<file path="src/rtl/uwire_pkg.sv">
// uwire_pkg: shared constants for the software-clocked EEPROM responder.
// Assumes a 3-bit opcode followed by the word address in the command.
package uwire_pkg;
    localparam int          WORD_W   = 16;
    localparam int          OP_W     = 3;
    localparam logic [2:0]  OP_READ  = 3'b110;

    // Pin register bit positions
    localparam int PIN_SK   = 0;
    localparam int PIN_CS   = 1;
    localparam int PIN_DI   = 2;
    localparam int PIN_DO   = 3;
    localparam int PIN_REQ  = 4;
    localparam int PIN_GNT  = 5;
    localparam int PIN_PRES = 6;

    // Direct register field positions
    localparam int DIR_DONE = 4;
    localparam int DIR_ADDR = 8;
    localparam int DIR_DATA = 16;

    // Seed pattern for one preloaded word
    function automatic logic [WORD_W-1:0] seed_word(input int idx, input logic [WORD_W-1:0] seed);
        return seed + WORD_W'(idx) * 16'h0111;
    endfunction
endpackage

</file>
<file path="src/rtl/uwire_rom.sv">
// uwire_rom: preloaded word storage with two combinational read ports.
// Assumes the last word is a checksum so that all words sum to SUM_TARGET.
module uwire_rom
    import uwire_pkg::*;
#(
    parameter int          ADDR_W     = 6,
    parameter logic [15:0] SEED       = 16'h1357,
    parameter logic [15:0] SUM_TARGET = 16'hBABA
) (
    input  logic [ADDR_W-1:0] a_idx,
    output logic [WORD_W-1:0] a_word,
    input  logic [ADDR_W-1:0] b_idx,
    output logic [WORD_W-1:0] b_word
);
    localparam int WORDS = 1 << ADDR_W;

    // Sum of every word except the checksum word
    function automatic logic [WORD_W-1:0] partial_sum();
        logic [WORD_W-1:0] s = '0;
        for (int k = 0; k < WORDS - 1; k++) s = s + seed_word(k, SEED);
        return s;
    endfunction

    logic [WORD_W-1:0] mem [WORDS];

    // Fill storage from the seed, checksum word last
    generate
        for (genvar i = 0; i < WORDS; i++) begin : g_word
            if (i == WORDS - 1) begin : g_sum
                assign mem[i] = SUM_TARGET - partial_sum();
            end else begin : g_seed
                assign mem[i] = seed_word(i, SEED);
            end
        end
    endgenerate

    assign a_word = mem[a_idx];
    assign b_word = mem[b_idx];
endmodule

</file>
<file path="src/rtl/uwire_serial.sv">
// uwire_serial: serial read engine advanced only by host writes of the pins.
// Assumes a clock edge is a change of the written clock bit against the stored one.
module uwire_serial
    import uwire_pkg::*;
#(
    parameter int ADDR_W = 6,
    localparam int PTR_W = ADDR_W + 4,
    localparam int CMD_BITS = OP_W + ADDR_W,
    localparam int CNT_W = $clog2(CMD_BITS + 1)
) (
    input  logic              clk,
    input  logic              rst_n,
    input  logic              wr_en,
    input  logic              sk_in,
    input  logic              cs_in,
    input  logic              di_in,
    input  logic              req_in,
    input  logic [WORD_W-1:0] word_in,
    output logic [ADDR_W-1:0] word_idx,
    output logic [6:0]        pin_view,
    output logic              sk_q,
    output logic [PTR_W-1:0]  ptr,
    output logic              reading,
    output logic [CNT_W-1:0]  bitcnt
);
    logic                cs_q, di_q, req_q;
    logic [CMD_BITS-1:0] shreg;
    logic [CMD_BITS-1:0] sh_nx;
    logic [CNT_W-1:0]    cnt_nx;
    logic                dout;

    // Next shift value and count for a rising edge with select high
    always_comb begin
        sh_nx  = {shreg[CMD_BITS-2:0], di_in};
        cnt_nx = bitcnt + 1'b1;
    end

    // Pin storage and serial state update on host writes
    always_ff @(posedge clk) begin
        if (!rst_n) begin
            {sk_q, cs_q, di_q, req_q} <= '0;
            shreg   <= '0;
            bitcnt  <= '0;
            ptr     <= '0;
            reading <= 1'b0;
        end else if (wr_en) begin
            {sk_q, cs_q, di_q, req_q} <= {sk_in, cs_in, di_in, req_in};
            if (sk_in != sk_q) begin
                if (!sk_in) begin
                    ptr <= ptr + 1'b1;
                end else if (!cs_in) begin
                    shreg   <= '0;
                    bitcnt  <= '0;
                    ptr     <= '0;
                    reading <= 1'b0;
                end else begin
                    shreg <= sh_nx;
                    if (bitcnt != {CNT_W{1'b1}}) bitcnt <= cnt_nx;
                    if (cnt_nx == CNT_W'(CMD_BITS) && !reading) begin
                        ptr     <= {sh_nx[ADDR_W-1:0], 4'b0000} - 1'b1;
                        reading <= (sh_nx[CMD_BITS-1 -: OP_W] == OP_READ);
                    end
                end
            end
        end
    end

    // Data-out selection, MSB first within the pointed word
    always_comb begin
        word_idx = ptr[PTR_W-1:4];
        dout     = !reading | word_in[~ptr[3:0]];
        pin_view = '0;
        pin_view[PIN_SK]   = sk_q;
        pin_view[PIN_CS]   = cs_q;
        pin_view[PIN_DI]   = di_q;
        pin_view[PIN_DO]   = dout;
        pin_view[PIN_REQ]  = req_q;
        pin_view[PIN_GNT]  = 1'b1;
        pin_view[PIN_PRES] = 1'b1;
    end
endmodule

</file>
<file path="src/rtl/uwire_direct.sv">
// uwire_direct: direct word read register, completes in zero cycles.
// Assumes addresses above the last word return an empty data field.
module uwire_direct
    import uwire_pkg::*;
#(
    parameter int ADDR_W = 6,
    parameter int FLD_W  = 8
) (
    input  logic              clk,
    input  logic              rst_n,
    input  logic              wr_en,
    input  logic [FLD_W-1:0]  addr_in,
    input  logic [WORD_W-1:0] word_in,
    output logic [ADDR_W-1:0] word_idx,
    output logic [31:0]       view
);
    localparam int WORDS = 1 << ADDR_W;

    logic [FLD_W-1:0] addr_q;

    // Hold the written address field
    always_ff @(posedge clk) begin
        if (!rst_n)     addr_q <= '0;
        else if (wr_en) addr_q <= addr_in;
    end

    // Assemble the read view: data, address, done
    always_comb begin
        word_idx = addr_q[ADDR_W-1:0];
        view     = '0;
        view[DIR_DONE] = 1'b1;
        view[DIR_ADDR +: FLD_W] = addr_q;
        view[DIR_DATA +: WORD_W] = (32'(addr_q) < WORDS) ? word_in : '0;
    end
endmodule

</file>
<file path="src/rtl/uwire_eeprom.sv">
// uwire_eeprom: top of the software-clocked serial EEPROM responder.
// Assumes register reads have no side effects; reg_rdata follows reg_addr.
module uwire_eeprom
    import uwire_pkg::*;
#(
    parameter int          ADDR_W     = 6,
    parameter logic [15:0] SEED       = 16'h1357,
    parameter logic [15:0] SUM_TARGET = 16'hBABA,
    localparam int PTR_W = ADDR_W + 4,
    localparam int CNT_W = $clog2(OP_W + ADDR_W + 1)
) (
    input  logic        clk,
    input  logic        rst_n,
    input  logic        reg_wr,
    input  logic        reg_addr,
    input  logic [31:0] reg_wdata,
    output logic [31:0] reg_rdata
);
    logic [ADDR_W-1:0] ser_idx, dir_idx;
    logic [WORD_W-1:0] ser_word, dir_word;
    logic [6:0]        pin_view;
    logic [31:0]       dir_view;
    logic              sk_q, reading;
    logic [PTR_W-1:0]  ptr;
    logic [CNT_W-1:0]  bitcnt;
    logic              unused_wdata;

    assign unused_wdata = ^{reg_wdata[31:16], reg_wdata[7:5], reg_wdata[3]};

    uwire_rom #(.ADDR_W(ADDR_W), .SEED(SEED), .SUM_TARGET(SUM_TARGET)) u_rom (
        .a_idx (ser_idx), .a_word (ser_word),
        .b_idx (dir_idx), .b_word (dir_word)
    );

    uwire_serial #(.ADDR_W(ADDR_W)) u_ser (
        .clk      (clk),
        .rst_n    (rst_n),
        .wr_en    (reg_wr && !reg_addr),
        .sk_in    (reg_wdata[PIN_SK]),
        .cs_in    (reg_wdata[PIN_CS]),
        .di_in    (reg_wdata[PIN_DI]),
        .req_in   (reg_wdata[PIN_REQ]),
        .word_in  (ser_word),
        .word_idx (ser_idx),
        .pin_view (pin_view),
        .sk_q     (sk_q),
        .ptr      (ptr),
        .reading  (reading),
        .bitcnt   (bitcnt)
    );

    uwire_direct #(.ADDR_W(ADDR_W), .FLD_W(8)) u_dir (
        .clk      (clk),
        .rst_n    (rst_n),
        .wr_en    (reg_wr && reg_addr),
        .addr_in  (reg_wdata[DIR_ADDR +: 8]),
        .word_in  (dir_word),
        .word_idx (dir_idx),
        .view     (dir_view)
    );

    // Read mux between the two registers
    always_comb begin
        reg_rdata = reg_addr ? dir_view : {25'd0, pin_view};
    end
endmodule

</file>
<file path="config.mk">
export PLATFORM = sky130hd
export DESIGN_NAME = uwire_eeprom
export DESIGN_NICKNAME = d
export VERILOG_FILES = /design/src/rtl/uwire_pkg.sv /design/src/rtl/uwire_rom.sv /design/src/rtl/uwire_serial.sv /design/src/rtl/uwire_direct.sv /design/src/rtl/uwire_eeprom.sv
export SDC_FILE = /design/constraint.sdc
export NUM_CORES = 1
export LEC_CHECK = 0
export ABC_AREA = 1
export BUFFER_PORTS_ARGS = -buffer_cell sky130_fd_sc_hd__buf_2
export CORE_ASPECT_RATIO = 0.8
export CORE_UTILIZATION = 56
export DETAILED_ROUTE_END_ITERATION = 7
export PLACE_DENSITY_LB_ADDON = 0.1
export RECOVER_POWER = 50
export SETUP_SLACK_MARGIN = 0.15
export SLEW_MARGIN = 10
export SYNTH_ARGS = -nofsm -noshare
export SYNTH_HDL_FRONTEND = slang
export SYNTH_SLANG_ARGS = --single-unit
</file>
<file path="constraint.sdc">
create_clock -name clk -period 2.11 [get_ports clk]
set_input_delay 0.1055 -clock clk [delete_from_list [all_inputs] [get_ports clk]]
set_output_delay 0.1055 -clock clk [all_outputs]
set_load 0.03 [all_outputs]
</file>
Word level (Yosys, flattened, before mapping):

Memory sizes are Yosys's and may differ from the RTL's.
Cells that the tools add are included.

* add/sub/neg operators: 3
* multipliers: 0
* div/mod/pow operators: 0
* order comparisons: 4
* eq/ne operators: 7
* shift-type cells: 0
* mux-type cells: 16
* bitwise logic cells: 4
* reductions and logical operators: 9

Operators with widths (count)
* $mux W16: 5
* $mux W32: 1
* $mux W10: 3
* $ge A7 B7 Y1 const B: 2
* $not A6 Y7: 2
* $add A10 B1 Y10 const B: 1
* $sub A10 B1 Y10 const B: 1
* $lt A8 B7 Y1 const B: 1
* $mux W4: 2
* $mux W8: 1
* $reduce_and A4 Y1: 2
* $reduce_and A3 Y1: 2
* $lt A4 B5 Y1 const B: 1
* $add A4 B1 Y4 const B: 1
* $bmux W1 S4: 1
* $eq A4 B4 Y1 const B: 1
* $ne A2 B1 Y1 const B: 2
* $ne A4 B4 Y1 const B: 1
* $not A4 Y4: 1
* $eq A3 B3 Y1 const B: 1
* $logic_and A1 B1 Y1: 3
* $mux W1: 3
* $ne A3 B2 Y1 const B: 1
* $logic_not A1 Y1: 2
* other kinds (2): 2

* register bits after elaboration: 35
* latch bits: 0
* RAM bits: 0
* bits in read-only memories: 2048
* input bits: 36
* output and inout bits: 32
* word-level logic and storage cells: 54
* memories kept: 2

Memory list
* (no name shown): words 64, width 16, rd ports 1, clocked after Yosys merged registers in 0, write ports 0, RTL line uwire_rom.sv:37 `assign a_word = mem[a_idx];`
* (no name shown): words 64, width 16, rd ports 1, clocked after Yosys merged registers in 0, write ports 0, RTL line uwire_rom.sv:38 `assign b_word = mem[b_idx];`

Depth between registers and ports, before layout:

Gate-level depths: netlist of run 1.

* depth after elaboration: 8
* mapped depth: 14
* gate-level depth less buffers: 13

Hierarchy:

From an unflattened synthesis of run 1, not the netlist that was laid out.

* cells, all modules: 799
* area, all modules: 4443.0 sq um

By module, submodules not included
* uwire_serial: times used 1, cells an instance 298, area an instance 1838.0 sq um, seq. area each 540.5 sq um
* uwire_rom: times used 1, cells an instance 319, area an instance 1604.0 sq um, seq. area each 0.0 sq um
* uwire_direct: times used 1, cells an instance 102, area an instance 670.6 sq um, seq. area each 160.2 sq um
* uwire_eeprom: times used 1, cells an instance 80, area an instance 330.3 sq um, seq. area each 0.0 sq um

Worst setup path after synthesis of run 1:

OpenSTA, ideal clock, no wires.

* kind: register -> output
* start point: register u_dir.addr_q[0]
* end point: output reg_rdata[25]
* arrival time: 2.751 ns
* required time: 2.004 ns
* slack: -0.747 ns
* cell stages (with the launch flop): 8
* path buffers: 0
* cell sequence: dfxtp_1 > inv_1 > ha_1 > inv_1 > o21ai_0 > nand3_1 > nand2_1 > a2111oi_0

* word-level cells in the longest chain between the ends: 6
* elaborated cells between the ends (all ways): 7
* classes of those cells: order compare: 1; mux: 4; bitwise: 1; memory: 1

RTL lines
* from (decl): RTL line uwire_direct.sv:19 `logic [FLD_W-1:0] addr_q;`
* from (signal assigned): RTL line uwire_direct.sv:24 `else if (wr_en) addr_q <= addr_in;`
* $not A6 Y7 (implied by the code): RTL line uwire_rom.sv:38
* $mem_v2 Z64 W16
* $mux W16 (implied by the code) (2 in a row): RTL line uwire_rom.sv:38
* $mux W16 *: RTL line uwire_direct.sv:33 `view[DIR_DATA +: WORD_W] = (32'(addr_q) < WORDS) ? word_in : '0;`
* $mux W32 *: RTL line uwire_eeprom.sv:64 `reg_rdata = reg_addr ? dir_view : {25'd0, pin_view};`
* to (decl): RTL line uwire_eeprom.sv:17 `output logic [31:0] reg_rdata`

Every way passes the cells marked *; elsewhere a longest branch is shown, timed or not. The select of a mux whose other input is x is not followed.

Worst setup path in the final report of run 1:

* start point: register u_ser.ptr[4]
* end point: output reg_rdata[3]

* word-level cells in the longest chain between the ends: 8

RTL lines
* from (decl): RTL line uwire_serial.sv:22 `output logic [PTR_W-1:0] ptr,`
* from (signal assigned): RTL line uwire_serial.sv:50 `ptr <= ptr + 1'b1;`
* from (signal assigned): RTL line uwire_serial.sv:60 `ptr <= {sh_nx[ADDR_W-1:0], 4'b0000} - 1'b1;`
* $not A6 Y7 (implied by the code): RTL line uwire_rom.sv:37
* $mem_v2 Z64 W16
* $mux W16 (implied by the code) (2 in a row): RTL line uwire_rom.sv:37
* $bmux W1 S4: RTL line uwire_serial.sv:71 `dout = !reading | word_in[~ptr[3:0]];`
* $mux W1 (implied by the code): RTL line uwire_serial.sv:71
* $or A1 B1 Y1: RTL line uwire_serial.sv:71
* $mux W32: RTL line uwire_eeprom.sv:64

Every way passes these cells. The select of a mux whose other input is x is not followed.

==> results.md, run 1 <==
- Per report_power, the combinational group accounts for 40.7% of the total.
- Summed over all cells, the static leakage comes to 0.00199 uW.
- Of the total power, the clock network draws 23.6%.
- The final worst setup slack is -0.0649 ns.
- The clock latency on the worst-skew pair is 0.28 ns.
- The startpoint class of the critical path is a flop.
- The count of synthesis-stage warnings from yosys is 0.
- The final-report setup violation count is 1.
- The overall via count from detail_route is 4067.
- The share of synthesized registers carrying an async set or reset is 0%.
- The source of the critical timing path is u_ser.ptr[4]$_SDFFE_PN0P_.
- In this run the standard cell core region covers 5880 sq um.
- In this design, the largest share of critical-path delay is due to simple AND/OR/NAND/NOR gates.
- The initial core utilization is 58.0%.
- The clock net sink count is 35.
- For the worst setup path, the data required time is 2.00 ns.
- STA puts the critical path data arrival time at 2.07 ns.
- The via count of the first global-routing pass is 3573.
- Setup repair after global routing could not meet its margin everywhere.
- For this run, the total global-route usage over all layers was measured as 31.8%.
- Ranked by total cell area, the synthesized netlist is headed by sky130_fd_sc_hd__dfxtp_1 21%, sky130_fd_sc_hd__nand2_1 13%, sky130_fd_sc_hd__ha_1 11%.
- The die covers 6410 sq um.
- The final weighted congestion in routability-driven placement is 0.908.
- Buffers inserted to repair hold after CTS numbered 0.
- Relative to the synthesized area, the layout overhead comes to 27.7%.
- The detailed-routing iteration count for the pre-antenna-repair pass is 5.
- The routed design has 10200 um of wire.
- The count of endpoints failing hold in the final timing report is 0.
- The residual DRC count is 0.
- The library cell appearing most often on the critical path is sky130_fd_sc_hd__nor2_1.
- Leaving out fill and tap cells, the most frequent cells in the layout are 111 x sky130_fd_sc_hd__nand2_1, 55 x sky130_fd_sc_hd__nor2_1, 55 x sky130_fd_sc_hd__a21oi_1.
- The via count normalized by instance count is 5.74.
- The post-detailed-route wirelength per cell is 14.4 um.
- The global-route congestion overflow total is 0.
- The run finished, with violations left.
- Of all nets on the critical path, the largest fanout is 5.
- TritonCTS built the clock tree.
- The average instance in the mapped netlist occupies 6.10 sq um.
- Across the VDD grid, the largest voltage drop is 0.704 mV.
- The longest clock path from root to sink contains 2 buffers.
- The worst setup slack before clock tree synthesis is -0.0398 ns.
- The checks that failed: negative setup slack.
- The kind of end point of the critical path is a primary output.
- The die is 71.8 um tall.
- The H-tree was split into 2 levels.
- On the final layout, the worst clock skew is 0.00571 ns.
- The power density relative to cell area is 463 nW/um^2.
- The number of buffers created by CTS is 5.
- After layout, the worst path uses 103% of the clock period.
- The delay of the slowest critical-path stage is 0.35 ns.
- The cell count along the critical path is 15.
- Net switching is 38.0% of the power.
- Headroom to the max-slew limit came out at 65.9%.
- The fraction of layout instances using a drive strength above 1 is 27.0%.
- The number of synthesized flops with an enable pin is 0.
- The post-synthesis sequential area ratio is 20.5%.
- The initial antenna violation count is 0.
- The number of nets handed over by synthesis was 624.
- The routed design could run at a clock period as short as 2.17 ns.
- The cell sitting at the root of the clock tree is a sky130_fd_sc_hd__clkbuf_8.
- In this run the power spent charging and discharging nets is 767 uW.
- Clock-pin slew was measured on the worst setup and hold paths at 0.06 ns.
- The top achievable clock speed is 460 MHz.
- The actual transition at the worst max-transition pin is 0.511 ns.
- The global-route wire length before repair is 16200 um.
- After floorplanning, the core was divided into 25 placement rows.
- The critical path goes through inv_2 > buf_6 > ha_4 > nor2_1 > nor2_1 > nor2_1 > nor2_1 > nor2_1 > nand2_1 > nand3_1 > nand3_1 > nand2_1 > nand2_2 > a21oi_4 > buf_6.
- The launch point of the worst reg-to-reg path is u_ser.ptr[1]$_SDFFE_PN0P_.
- The instance count along the most critical hold path is 3.
- Synthesis produced a netlist whose cell count is 559.
- For this design the top-level I/O count stands at 68.
- The setup path with the least slack is of type reg -> out.
- The largest individual stage delay along the critical path comes from the cell sky130_fd_sc_hd__dfxtp_2.
- The number of buffer and inverter instances along the worst setup path is 3.
- The largest net degree at the start of global routing is 21.
- The count of max-cap constraint violations is 0.
- The proportion of netlist area held by the largest area contributor is 20.5%.
- The library cell used most frequently in the layout, excluding fill and tap cells, is sky130_fd_sc_hd__nand2_1.
- In this run, the number of DRC markers left after iteration 0 of detailed routing was 282.
- The classification of the worst-slack hold path is in -> reg.
- The repair_antennas step left the layout with diodes totalling 0.
- The startpoint of the tightest hold check path is reg_wdata[4].
- The final-report max-slew violation count came to 0.
- The number of input and output port buffers inserted is 46.
- The horizontal die dimension is 89.3 um.
- At the end of the flow, the number of nets in the layout was 692.
- The HPWL after detailed placement is 7020 um.
- The sequential power share is 35.7%.
- Of all cell types, the one taking the most synthesized area is sky130_fd_sc_hd__dfxtp_1.
- Among all flip-flop cells after synthesis, the most frequent one is sky130_fd_sc_hd__dfxtp_1.
- The internal power component is 1250 uW.
- The final design utilization is 74.1%.
- Yosys mapped the design onto 42 distinct sky130hd cell types.
- Counting flops and latches in the post-synthesis netlist gives 35.
- Once detail routing completed, the nets flagged for antenna violations numbered 0.
- The worst register-to-register path has a depth of 8.
- The area of the mapped netlist is 3410 sq um.
## state kept, by name, indices dropped and copies added, names as in the netlist
register	cells
u_ser.ptr	10
u_dir.addr_q	8
u_ser.shreg	8
u_ser.bitcnt	4
u_ser.cs_q	1
u_ser.di_q	1
u_ser.reading	1
u_ser.req_q	1
u_ser.sk_q	1
## cells in the mapped netlist (2+ instances only)
master / number
sky130_fd_sc_hd__nand2_1: 122
sky130_fd_sc_hd__a21oi_1: 62
sky130_fd_sc_hd__nor2_1: 60
sky130_fd_sc_hd__inv_1: 58
sky130_fd_sc_hd__nand3_1: 50
sky130_fd_sc_hd__o21ai_0: 44
sky130_fd_sc_hd__dfxtp_1: 35
sky130_fd_sc_hd__ha_1: 29
sky130_fd_sc_hd__o21ai_1: 10
sky130_fd_sc_hd__a211oi_1: 7
sky130_fd_sc_hd__buf_2: 7
sky130_fd_sc_hd__inv_2: 7
sky130_fd_sc_hd__buf_6: 6
sky130_fd_sc_hd__buf_4: 5
sky130_fd_sc_hd__clkbuf_1: 5
sky130_fd_sc_hd__o211ai_1: 5
sky130_fd_sc_hd__o22ai_1: 5
sky130_fd_sc_hd__xor2_1: 4
sky130_fd_sc_hd__a22oi_1: 3
sky130_fd_sc_hd__nand2_2: 3
sky130_fd_sc_hd__nand4_1: 3
sky130_fd_sc_hd__nor3_1: 3
sky130_fd_sc_hd__or2_2: 3
sky130_fd_sc_hd__a21oi_2: 2
sky130_fd_sc_hd__buf_1: 2
sky130_fd_sc_hd__inv_4: 2
sky130_fd_sc_hd__xnor2_1: 2
## per-stage QoR
stage	std cells	total power, uW	TNS (ns)	hold slack, ns	cell area, sq um
6_report	708	2020	-0.0649	0.0886	4360
5_1_grt	708	2130	-0.171	0.103	4360
4_1_cts	706	1950	-0.0470	0.0852	4220
3_5_place_dp	681	1390	-0.0398	0.376	3760
3_3_place_gp	681	1380	0	0.359	3760
2_1_floorplan	559	1220	0	0.250	3450
## repair_timing
| action | in CTS | in global routing |
|---|---|---|
| pin swaps | 32 | 21 |
| gates resized for setup | 68 | 52 |
| setup endpoints to repair | 9 | 13 |
| endpoints found under the hold margin | 0 | 0 |
| buffers inserted | 18 | 2 |
## layout make-up
cell class	instances	area, sq um
multi-input cells	431	2580
fillers	517	1530
flip-flops and latches	35	716
repair buffers	86	588
inverters	68	282
well taps	81	101
clock buffers	6	82.6
clock inverters	1	5.00
## worst paths after layout
kind | endpoint | slack [ns]
worst min-delay path | u_ser.req_q$_SDFFE_PN0P_ | 0.09
worst max-delay path | reg_rdata[3] | -0.06
worst min register to register | u_ser.di_q$_SDFFE_PN0P_ | 0.47
worst max register to register | u_ser.ptr[8]$_SDFFE_PN0P_ | 0.40
## per-layer routing
layer  global-route usage (%)  routed length (um)
met5                        0                   0
met4                     8.99                 210
met3                     4.84                 710
met2                     51.7                4720
met1                     43.5                4520
## power groups by stage
stage / sequential, uW / clock [uW] / combinational (uW)
floorplan: 726 / 0 / 494
global placement: 727 / 0 / 649
detailed placement: 729 / 0 / 658
CTS: 718 / 489 / 744
global route: 724 / 511 / 892
finish: 721 / 476 / 820
## logic make-up after synthesis
family / after synthesis / share of synthesized area, %
xor gates and xnor gates: 7 / 2.02
buffers and inverters: 93 / 12.5
DFF: 35 / 20.5
AOI/OAI and AO/OA: 145 / 23.6
and+or+nand+nor: 249 / 30.6
other: 1 / 0.110
adders and majority gates: 29 / 10.6
## worst min-delay path, cell delays in order
cell and delay [ns]:
sky130_fd_sc_hd__buf_2 0.07, sky130_fd_sc_hd__o21ai_0 0.07, sky130_fd_sc_hd__nor2_1 0.09
No activity file was read; power rests on OpenSTA's default activity.
==> run 2: changes to the inputs <==
CORE_ASPECT_RATIO = 1.1   (was 0.8)
CTS_BUF_LIST = sky130_fd_sc_hd__clkbuf_16   (was unset)
==> run 2 against run 1 <==
Net effect:
- via count shrank 2.4%
- the run still ends with negative setup slack left
- largest cell class unchanged
- core utilization increased by 1.3 points
- clock power up 43%
- die area about the same
- clock-buffer cell count shrank 1
- register-to-register slack got worse by 0.03 ns
- maximum frequency down 1.9%
- clock skew fell by 0.0032 ns
- worst setup slack lost 0.041 ns
==> results.md, run 2 (same netlist as run 1, synthesis figures left out) <==
- The worst reg2reg path depth is 9 (was 8).
- The initial core utilization is 58.7% (was 58.0%).
- The kind of end point of the critical path is a primary output (unchanged).
- The global-route congestion overflow total was 0 (unchanged).
- The standard cell core area was 5810 sq um (was 5880 sq um).
- The fraction of layout instances using a drive strength above 1 is 27.9% (was 27.0%).
- The worst hold endpoint is u_ser.req_q$_SDFFE_PN0P_ (unchanged).
- The classification of the worst-slack hold path was in -> reg (unchanged).
- The final instance count without filler cells is 696 (was 708).
- The data arrival time of the critical path is 2.11 ns (was 2.07 ns).
- The maximum vdd drop is 0.562 mV (was 0.704 mV).
- The start-to-end type of the worst setup path was reg -> out (unchanged).
- Largest registers ranked by flip-flop count: u_ser.ptr (10), u_dir.addr_q (8), u_ser.shreg (8) (unchanged).
- The instance count along the most critical hold path is 3 (unchanged).
- The sequential power share is 32.7% (was 35.7%).
- The residual DRC count is 0 (unchanged).
- The antenna cell count is 0 (unchanged).
- The number of H-tree levels is 2 (unchanged).
- The final worst setup slack is -0.106 ns (was -0.0649 ns).
- The sum of net half-perimeters after detailed placement is 6840 um (was 7020 um).
- The clock latency on the worst-skew pair is 0.28 ns (about the same).
- The top achievable clock speed is 451 MHz (was 460 MHz).
- The final-report setup violation count was 1 (unchanged).
- The net switching fraction of the power was 35.9% (was 38.0%).
- The count of max-cap constraint violations is 0 (unchanged).
- The final weighted congestion in routability-driven placement is 0.923 (was 0.908).
- The worst-path maximum fanout is 4 (was 5).
- Violated checks: negative setup slack (unchanged).
- The top register by number of flip-flops is u_ser.ptr (unchanged).
- The power density relative to cell area came to 507 nW/um^2 (was 463 nW/um^2).
- The worst endpoint required time is 2.00 ns (about the same).
- The final-report max-slew violation count was 0 (unchanged).
- The number of buffers on the longest clock path came to 2 (unchanged).
- The largest net degree at the start of global routing is 19 (was 21).
- The number of nets with antenna violations after routing is 0 (unchanged).
- The share of the clock period used by the worst path was 105% (was 103%).
- The full die area is 6410 sq um (about the same).
- The terminus of the critical flop-to-flop path was u_ser.ptr[7]$_SDFFE_PN0P_ (was u_ser.ptr[8]$_SDFFE_PN0P_).
- The number of buffers created by CTS is 5 (unchanged).
- The total power is 2220 uW (was 2020 uW).
- Setup repair after global routing missed its margin: true (unchanged).
- The worst-case clock skew is 0.00250 ns (was 0.00571 ns).
- The initial antenna violation count was 0 (unchanged).
- The overall via count from detail_route came to 3968 (was 4067).
- The combinational fraction of design power is 36.6% (was 40.7%).
- The total number of placement rows is 29 (was 25).
- The horizontal die dimension is 76.4 um (was 89.3 um).
- The minimum clock period is 2.22 ns (was 2.17 ns).
- Commonest cells after routing, fill and taps aside: 112 x sky130_fd_sc_hd__nand2_1, 55 x sky130_fd_sc_hd__a21oi_1, 53 x sky130_fd_sc_hd__nor2_1 (was 111 x sky130_fd_sc_hd__nand2_1, 55 x sky130_fd_sc_hd__nor2_1, 55 x sky130_fd_sc_hd__a21oi_1).
- The clock transition at the register clock pins on the worst setup and hold paths after CTS is 0.05 ns (was 0.06 ns).
- The leakage power is 0.00201 uW (was 0.00199 uW).
- The total routing resource utilization after global routing is 30.3% (was 31.8%).
- The clock tree root buffer cell was sky130_fd_sc_hd__clkbuf_16 (was sky130_fd_sc_hd__clkbuf_8).
- The vertical die dimension came to 83.9 um (was 71.8 um).
- The post-detailed-route wirelength per cell is 14.2 um (was 14.4 um).
- The most common library cell in the layout ignoring fill and taps is sky130_fd_sc_hd__nand2_1 (unchanged).
- The power share of the clock group came to 30.7% (was 23.6%).
- Run status: finished, violations left (unchanged).
- The flip-flop count of the largest register, all copies and words added was 10 (unchanged).
- The net count reported at finish is 685 (was 692).
- The register-to-register setup slack is 0.37 ns (was 0.40 ns).
- The number of input and output port buffers inserted is 46 (unchanged).
- The count of pins on the block boundary is 68 (unchanged).
- The startpoint class of the critical path is a flop (unchanged).
- The clock tree from TritonCTS is yes (unchanged).
- The via count of the first global-routing pass is 3550 (was 3573).
- The detailed-routing iteration count for the pre-antenna-repair pass is 5 (unchanged).
- The startpoint of the tightest hold check path is reg_wdata[4] (unchanged).
- The quantity of hold-fixing buffers added after cts is 0 (unchanged).
- The count of endpoints failing hold in the final timing report is 0 (unchanged).
- The clock net sink count is 35 (unchanged).
- The total routed wirelength is 9900 um (was 10200 um).
- The total placed cells including tap cells came to 677 (was 681).
- The global-route wire length before repair came to 16000 um (was 16200 um).
- The net switching power figure was 796 uW (was 767 uW).
- The signed area change from the synthesized netlist to the final layout is 28.2% (was 27.7%).
- The first-iteration detailed-routing DRC count is 291 (was 282).
- The internal power component is 1420 uW (was 1250 uW).
- The via count normalized by instance count was 5.70 (was 5.74).
- The launch point of the worst reg-to-reg path is u_ser.bitcnt[0]$_SDFFE_PN0P_ (was u_ser.ptr[1]$_SDFFE_PN0P_).
-- run 2: cell types whose count changed in the layout (fill, tap and decap cells not counted), sizes merged --
cell	change
clkbuf	-10
buf	+2
clkinv	+1
inv	-1
-- run 2: how the worst max path moves through the flow --
stage                                    startpoint      endpoint  cells past startpoint
after floorplan           u_ser.ptr[5]$_SDFFE_PN0P_  reg_rdata[3]                     13
after global placement    u_ser.ptr[5]$_SDFFE_PN0P_  reg_rdata[3]                     13
after detailed placement  u_ser.ptr[4]$_SDFFE_PN0P_  reg_rdata[3]                     14
after CTS                 u_ser.ptr[4]$_SDFFE_PN0P_  reg_rdata[3]                     14
after global routing      u_ser.ptr[4]$_SDFFE_PN0P_  reg_rdata[3]                     13
final                     u_ser.ptr[4]$_SDFFE_PN0P_  reg_rdata[3]                     15
-- run 2: timing repair --
item | 4_1_cts | 5_1_grt
setup buffers | 4 | 9
pin swaps | 27 | 27
setup endpoints to repair | 10 | 10
resized for setup | 57 | 54
-- run 2: worst max-delay path, stage by stage, from the launching register on --
cell and delay (ns):
sky130_fd_sc_hd__dfxtp_2 0.36, sky130_fd_sc_hd__inv_2 0.07, sky130_fd_sc_hd__buf_6 0.14, sky130_fd_sc_hd__ha_4 0.15
sky130_fd_sc_hd__nor2_1 0.09, sky130_fd_sc_hd__nor2_1 0.05, sky130_fd_sc_hd__nor2_1 0.12, sky130_fd_sc_hd__nor2_1 0.08
sky130_fd_sc_hd__nor2_1 0.11, sky130_fd_sc_hd__nand2_1 0.07, sky130_fd_sc_hd__nand3_2 0.09, sky130_fd_sc_hd__nand3_2 0.08
sky130_fd_sc_hd__nand2_2 0.08, sky130_fd_sc_hd__nand2_2 0.06, sky130_fd_sc_hd__a21oi_4 0.15, sky130_fd_sc_hd__buf_6 0.15
-- run 2: final cells by class --
| class | instances | area [sq um] |
|---|---|---|
| Fill cell | 495 | 1430 |
| Clock buffer | 5 | 125 |
| Sequential cell | 35 | 708 |
| Inverter | 68 | 279 |
| Tap cell | 77 | 96.3 |
| Multi-Input combinational cell | 431 | 2580 |
| Timing Repair Buffer | 79 | 578 |
| Clock inverter | 1 | 7.51 |
-- run 2: power by group through the flow --
stage	Clock, uW	Sequential, uW	Combinational [uW]
2_1_floorplan	0	726	494
3_3_place_gp	0	729	652
3_5_place_dp	0	730	663
4_1_cts	695	720	727
5_1_grt	712	727	886
6_report	682	724	811
-- run 2: per-stage QoR --
stage / instance area, sq um / setup TNS, ns / setup slack, ns / utilization, % / hold WS (ns)
2_1_floorplan: 3450 / 0 / 0.157 / - / 0.250
3_5_place_dp: 3780 / 0 / 0.0525 / 65.2 / 0.371
5_1_grt: 4370 / -0.177 / -0.177 / 75.3 / 0.107
3_3_place_gp: 3780 / 0 / 0.0690 / 65.2 / 0.363
6_report: 4370 / -0.106 / -0.106 / 75.3 / 0.0877
4_1_cts: 4160 / -0.0388 / -0.0388 / 71.6 / 0.0855
-- run 2: per-layer routing --
metal | up-vias | track usage, % | routed length (um)
li1 | 1984 | - | -
met1 | 1810 | 38.0 | 4210
met2 | 149 | 53.0 | 4940
met3 | 25 | 3.28 | 537
met4 | 0 | 11.2 | 216
met5 | - | 0 | 0
==> run 3: changes to the inputs <==
ABC_AREA = unset   (was 1)
CORE_UTILIZATION = 46   (was 56)
==> run 3 against run 2 <==
Net effect:
- the flow still finishes with violations (negative setup slack)
- critical path depth is 7 lower
- worst setup slack worse by 0.31 ns
- sequential share of layout area is 1.0 points lower
- die area is 29% higher
- cell count is 0.14% higher
- clock skew is 0.0017 ns higher
- highest routed layer unchanged
==> results.md, run 3 <==
- Run status: finished, violations left (unchanged).
- Violated checks: negative setup slack (unchanged).
- The most common library cell in the layout ignoring fill and taps is sky130_fd_sc_hd__nand2_1 (unchanged).
- The worst pin sits at a relative slew slack of 46.0%.
- The full die area is 8280 sq um (was 6410 sq um).
- The top routing layer in use is met4 (unchanged).
- The total routing resource utilization after global routing came to 25.8% (was 30.3%).
- The total met3 wirelength after detailed routing is 302 um (was 537 um).
- The residual DRC count is 0 (unchanged).
- The count of pins on the block boundary came to 68 (unchanged).
- The detailed-routing iteration count for the pre-antenna-repair pass is 5 (unchanged).
- The launch point of the worst reg-to-reg path is u_ser.sk_q$_SDFFE_PN0P_ (was u_ser.bitcnt[0]$_SDFFE_PN0P_).
- The routed wire length on met2 is 5170 um (was 4940 um).
- The clock tree from TritonCTS is yes (unchanged).
- The worst endpoint required time is 2.00 ns (about the same).
- The global-route wire length before repair came to 17200 um (was 16000 um).
- The classification of the worst-slack hold path is in -> reg (unchanged).
- The number of input and output port buffers inserted is 46 (unchanged).
- The fraction of layout instances using a drive strength above 1 came to 29.1% (was 27.9%).
- The leakage power was 0.00183 uW (was 0.00201 uW).
- The flip-flop count of the largest register, all copies and words added is 10 (unchanged).
- The horizontal die dimension is 86.9 um (was 76.4 um).
- The share of the clock period used by the worst path was 120% (was 105%).
- The start-to-end type of the worst setup path is reg -> out (unchanged).
- The clock tree root buffer cell is sky130_fd_sc_hd__clkbuf_16 (unchanged).
- The sum of net half-perimeters after detailed placement is 7740 um (was 6840 um).
- The startpoint class of the critical path is a flop (unchanged).
- Area contributors post-synth: sky130_fd_sc_hd__dfxtp_1 19%, sky130_fd_sc_hd__ha_1 10%, sky130_fd_sc_hd__a21oi_1 8.9% (was sky130_fd_sc_hd__dfxtp_1 21%, sky130_fd_sc_hd__nand2_1 13%, sky130_fd_sc_hd__ha_1 11%).
- The maximum vdd drop is 0.892 mV (was 0.562 mV).
- The area of all placed cells without fillers is 4720 sq um (was 4370 sq um).
- The count of distinct cell types in the synthesized netlist was 71 (was 42).
- The vertical die dimension is 95.4 um (was 83.9 um).
- The dominant cell type by area after synthesis is sky130_fd_sc_hd__dfxtp_1 (unchanged).
- The data arrival time of the critical path is 2.42 ns (was 2.11 ns).
- The final-report setup violation count was 10 (was 1).
- The signed area change from the synthesized netlist to the final layout is 29.5% (was 28.2%).
- The net count reported at finish came to 656 (was 685).
- The worst hold margin is 0.0649 ns (was 0.0877 ns).
- The power density relative to cell area is 476 nW/um^2 (was 507 nW/um^2).
- The initial antenna violation count came to 0 (unchanged).
- The number of buffers on the longest clock path is 2 (unchanged).
- The number of H-tree levels is 2 (unchanged).
- The number of nets with antenna violations after routing came to 0 (unchanged).
- The final worst setup slack is -0.415 ns (was -0.106 ns).
- The global-route congestion overflow total is 0 (unchanged).
- Largest registers ranked by flip-flop count: u_ser.ptr (10), u_dir.addr_q (8), u_ser.shreg (8) (unchanged).
- The number of buffers created by CTS is 5 (unchanged).
- The register-to-register setup slack was 0.38 ns (was 0.37 ns).
- The startpoint of the tightest hold check path is reg_wdata[4] (unchanged).
- The count of max-cap constraint violations came to 0 (unchanged).
- The antenna cell count is 0 (unchanged).
- The instance count along the most critical hold path is 3 (unchanged).
- The number of synthesized flops with an enable pin is 0 (unchanged).
- The via count of the first global-routing pass is 3678 (was 3550).
- The kind of end point of the critical path was a primary output (unchanged).
- The final design utilization is 62.5% (was 75.3%).
- The first-iteration detailed-routing DRC count is 195 (was 291).
- The worst reg2reg path depth is 7 (was 9).
- The total placed cells including tap cells came to 681 (was 677).
- The worst-case clock skew is 0.00422 ns (was 0.00250 ns).
- The final-report max-slew violation count was 0 (unchanged).
- The overall via count from detail_route came to 3955 (was 3968).
- The worst-path maximum fanout is 4 (unchanged).
- The initial core utilization is 48.2% (was 58.7%).
- The clock transition at the register clock pins on the worst setup and hold paths after CTS is 0.06 ns (was 0.05 ns).
- The top achievable clock speed is 396 MHz (was 451 MHz).
- The number of nets in the synthesized netlist came to 584 (was 624).
- The final instance count without filler cells was 697 (was 696).
- The clock latency on the worst-skew pair was 0.28 ns (about the same).
- The post-synthesis sequential area ratio is 19.2% (was 20.5%).
- The minimum clock period is 2.53 ns (was 2.22 ns).
- The count of mapped cells out of synthesis is 519 (was 559).
- Top post-synthesis cells by count: 65 x sky130_fd_sc_hd__a21oi_1, 62 x sky130_fd_sc_hd__nand2_1, 45 x sky130_fd_sc_hd__nor2_1 (was 122 x sky130_fd_sc_hd__nand2_1, 62 x sky130_fd_sc_hd__a21oi_1, 60 x sky130_fd_sc_hd__nor2_1).
- The count of synthesis-stage warnings from yosys is 0 (unchanged).
- The worst hold endpoint is u_ser.req_q$_SDFFE_PN0P_ (unchanged).
- The terminus of the critical flop-to-flop path is u_ser.ptr[5]$_SDFFE_PN0P_ (was u_ser.ptr[7]$_SDFFE_PN0P_).
- Setup repair after global routing missed its margin: true (unchanged).
- The final weighted congestion in routability-driven placement was 0.901 (was 0.923).
- The length of routed wiring on met1 is 4800 um (was 4210 um).
- The clock net sink count is 35 (unchanged).
- The total number of placement rows was 33 (was 29).
- The placement-stage cell area came to 4210 sq um (was 3780 sq um).
- The via count normalized by instance count came to 5.67 (was 5.70).
- The area of the mapped netlist is 3640 sq um (was 3410 sq um).
- The count of endpoints failing hold in the final timing report is 0 (unchanged).
- The number of register bits inferred by synthesis was 35 (unchanged).
- The total routed wirelength is 10500 um (was 9900 um).
- Commonest cells after routing, fill and taps aside: 60 x sky130_fd_sc_hd__nand2_1, 57 x sky130_fd_sc_hd__buf_4, 56 x sky130_fd_sc_hd__a21oi_1 (was 112 x sky130_fd_sc_hd__nand2_1, 55 x sky130_fd_sc_hd__a21oi_1, 53 x sky130_fd_sc_hd__nor2_1).
- The average footprint of a synthesized cell is 7.02 sq um (was 6.10 sq um).
- The prevailing post-synth register cell is sky130_fd_sc_hd__dfxtp_1 (unchanged).
- The share of synthesized registers carrying an async set or reset is 0% (unchanged).
- The post-detailed-route wirelength per cell came to 15.0 um (was 14.2 um).
- The top register by number of flip-flops is u_ser.ptr (unchanged).
- The standard cell core area is 7560 sq um (was 5810 sq um).
- The cell with the most instances after synthesis is sky130_fd_sc_hd__a21oi_1 (was sky130_fd_sc_hd__nand2_1).
- The proportion of netlist area held by the largest area contributor came to 19.2% (was 20.5%).
- The largest net degree at the start of global routing is 28 (was 19).
- The actual transition at the worst max-transition pin is 0.810 ns.
run 3: cell types whose count changed after synthesis, moves of 13 or more:
cell / previous run / this run
sky130_fd_sc_hd__nor2b_1: 0 / 13
sky130_fd_sc_hd__o21ai_0: 44 / 24
sky130_fd_sc_hd__nand2b_1: 0 / 15
sky130_fd_sc_hd__inv_1: 58 / 17
sky130_fd_sc_hd__nand3_1: 50 / 30
sky130_fd_sc_hd__nor2_1: 60 / 45
sky130_fd_sc_hd__nand2_1: 122 / 62
sky130_fd_sc_hd__clkbuf_1: 5 / 20
run 3: kinds of logic after synthesis:
logic type / share of synthesized area (%)
xor+xnor: 2.40
flops: 19.2
other cells: 0.103
simple gates: 27.4
buf+inv: 9.99
compound gates: 29.7
fa+ha+maj: 9.96
mux: 1.17
run 3: worst max path at each step:
stage | start | endpoint | slack, ns | depth (start not counted)
floorplan | u_ser.ptr[4]$_SDFFE_PN0P_ | reg_rdata[3] | -0.15 | 9
global placement | u_ser.ptr[4]$_SDFFE_PN0P_ | reg_rdata[3] | -0.13 | 8
detailed placement | u_ser.ptr[4]$_SDFFE_PN0P_ | reg_rdata[3] | -0.13 | 8
CTS | u_ser.ptr[4]$_SDFFE_PN0P_ | reg_rdata[3] | -0.42 | 9
global route | u_ser.ptr[4]$_SDFFE_PN0P_ | reg_rdata[3] | -0.50 | 8
finish | u_ser.ptr[4]$_SDFFE_PN0P_ | reg_rdata[3] | -0.42 | 8
run 3: critical path, cell delays in order (launching register included):
cell and delay (ns):
sky130_fd_sc_hd__dfxtp_2 0.35, sky130_fd_sc_hd__clkinvlp_4 0.12, sky130_fd_sc_hd__ha_4 0.25, sky130_fd_sc_hd__o21bai_1 0.16
sky130_fd_sc_hd__a311oi_1 0.07, sky130_fd_sc_hd__or4b_1 0.53, sky130_fd_sc_hd__a211o_1 0.25, sky130_fd_sc_hd__a32o_2 0.28
sky130_fd_sc_hd__buf_6 0.14
run 3: where the power goes:
| part | internal, uW | switching, uW | leakage (uW) |
|---|---|---|---|
| Clock | 556 | 278 | 0.0000838 |
| Combinational | 290 | 415 | 0.00146 |
| Sequential | 680 | 27.9 | 0.000288 |
| Total | 1530 | 721 | 0.00183 |
run 3: repair_timing:
action / 4_1_cts / 5_1_grt
gates resized for setup: 46 / 39
hold endpoints to repair: 0 / 0
setup buffers: 5 / 3
cloned: 0 / 0
pin swaps: 9 / 13
endpoints found under the setup margin: 10 / 13
hold buffers: 0 / 0
run 3: area by class of cell:
| class | instances | area [sq um] |
|---|---|---|
| sequential | 35 | 716 |
| fill | 718 | 2840 |
| clock inverter | 3 | 43.8 |
| inverter | 21 | 96.3 |
| timing repair buffer | 110 | 763 |
| tap | 105 | 131 |
| multi-input combinational | 418 | 2850 |
| clock buffer | 5 | 125 |
run 3: layer usage:
metal,GRT usage (%),up-vias
li1,-,2002
met1,32.9,1845
met2,45.3,91
met3,2.34,17
met4,8.75,0
met5,0,-
run 3: stage by stage:
| stage | TNS, ns | worst slack [ns] | total power, uW |
|---|---|---|---|
| final | -1.83 | -0.415 | 2250 |
| after global routing | -5.02 | -0.504 | 2360 |
| after CTS | -0.416 | -0.416 | 2230 |
| after detailed placement | -0.130 | -0.130 | 1340 |
| after global placement | -0.132 | -0.132 | 1330 |
| after floorplan | -0.148 | -0.148 | 1170 |
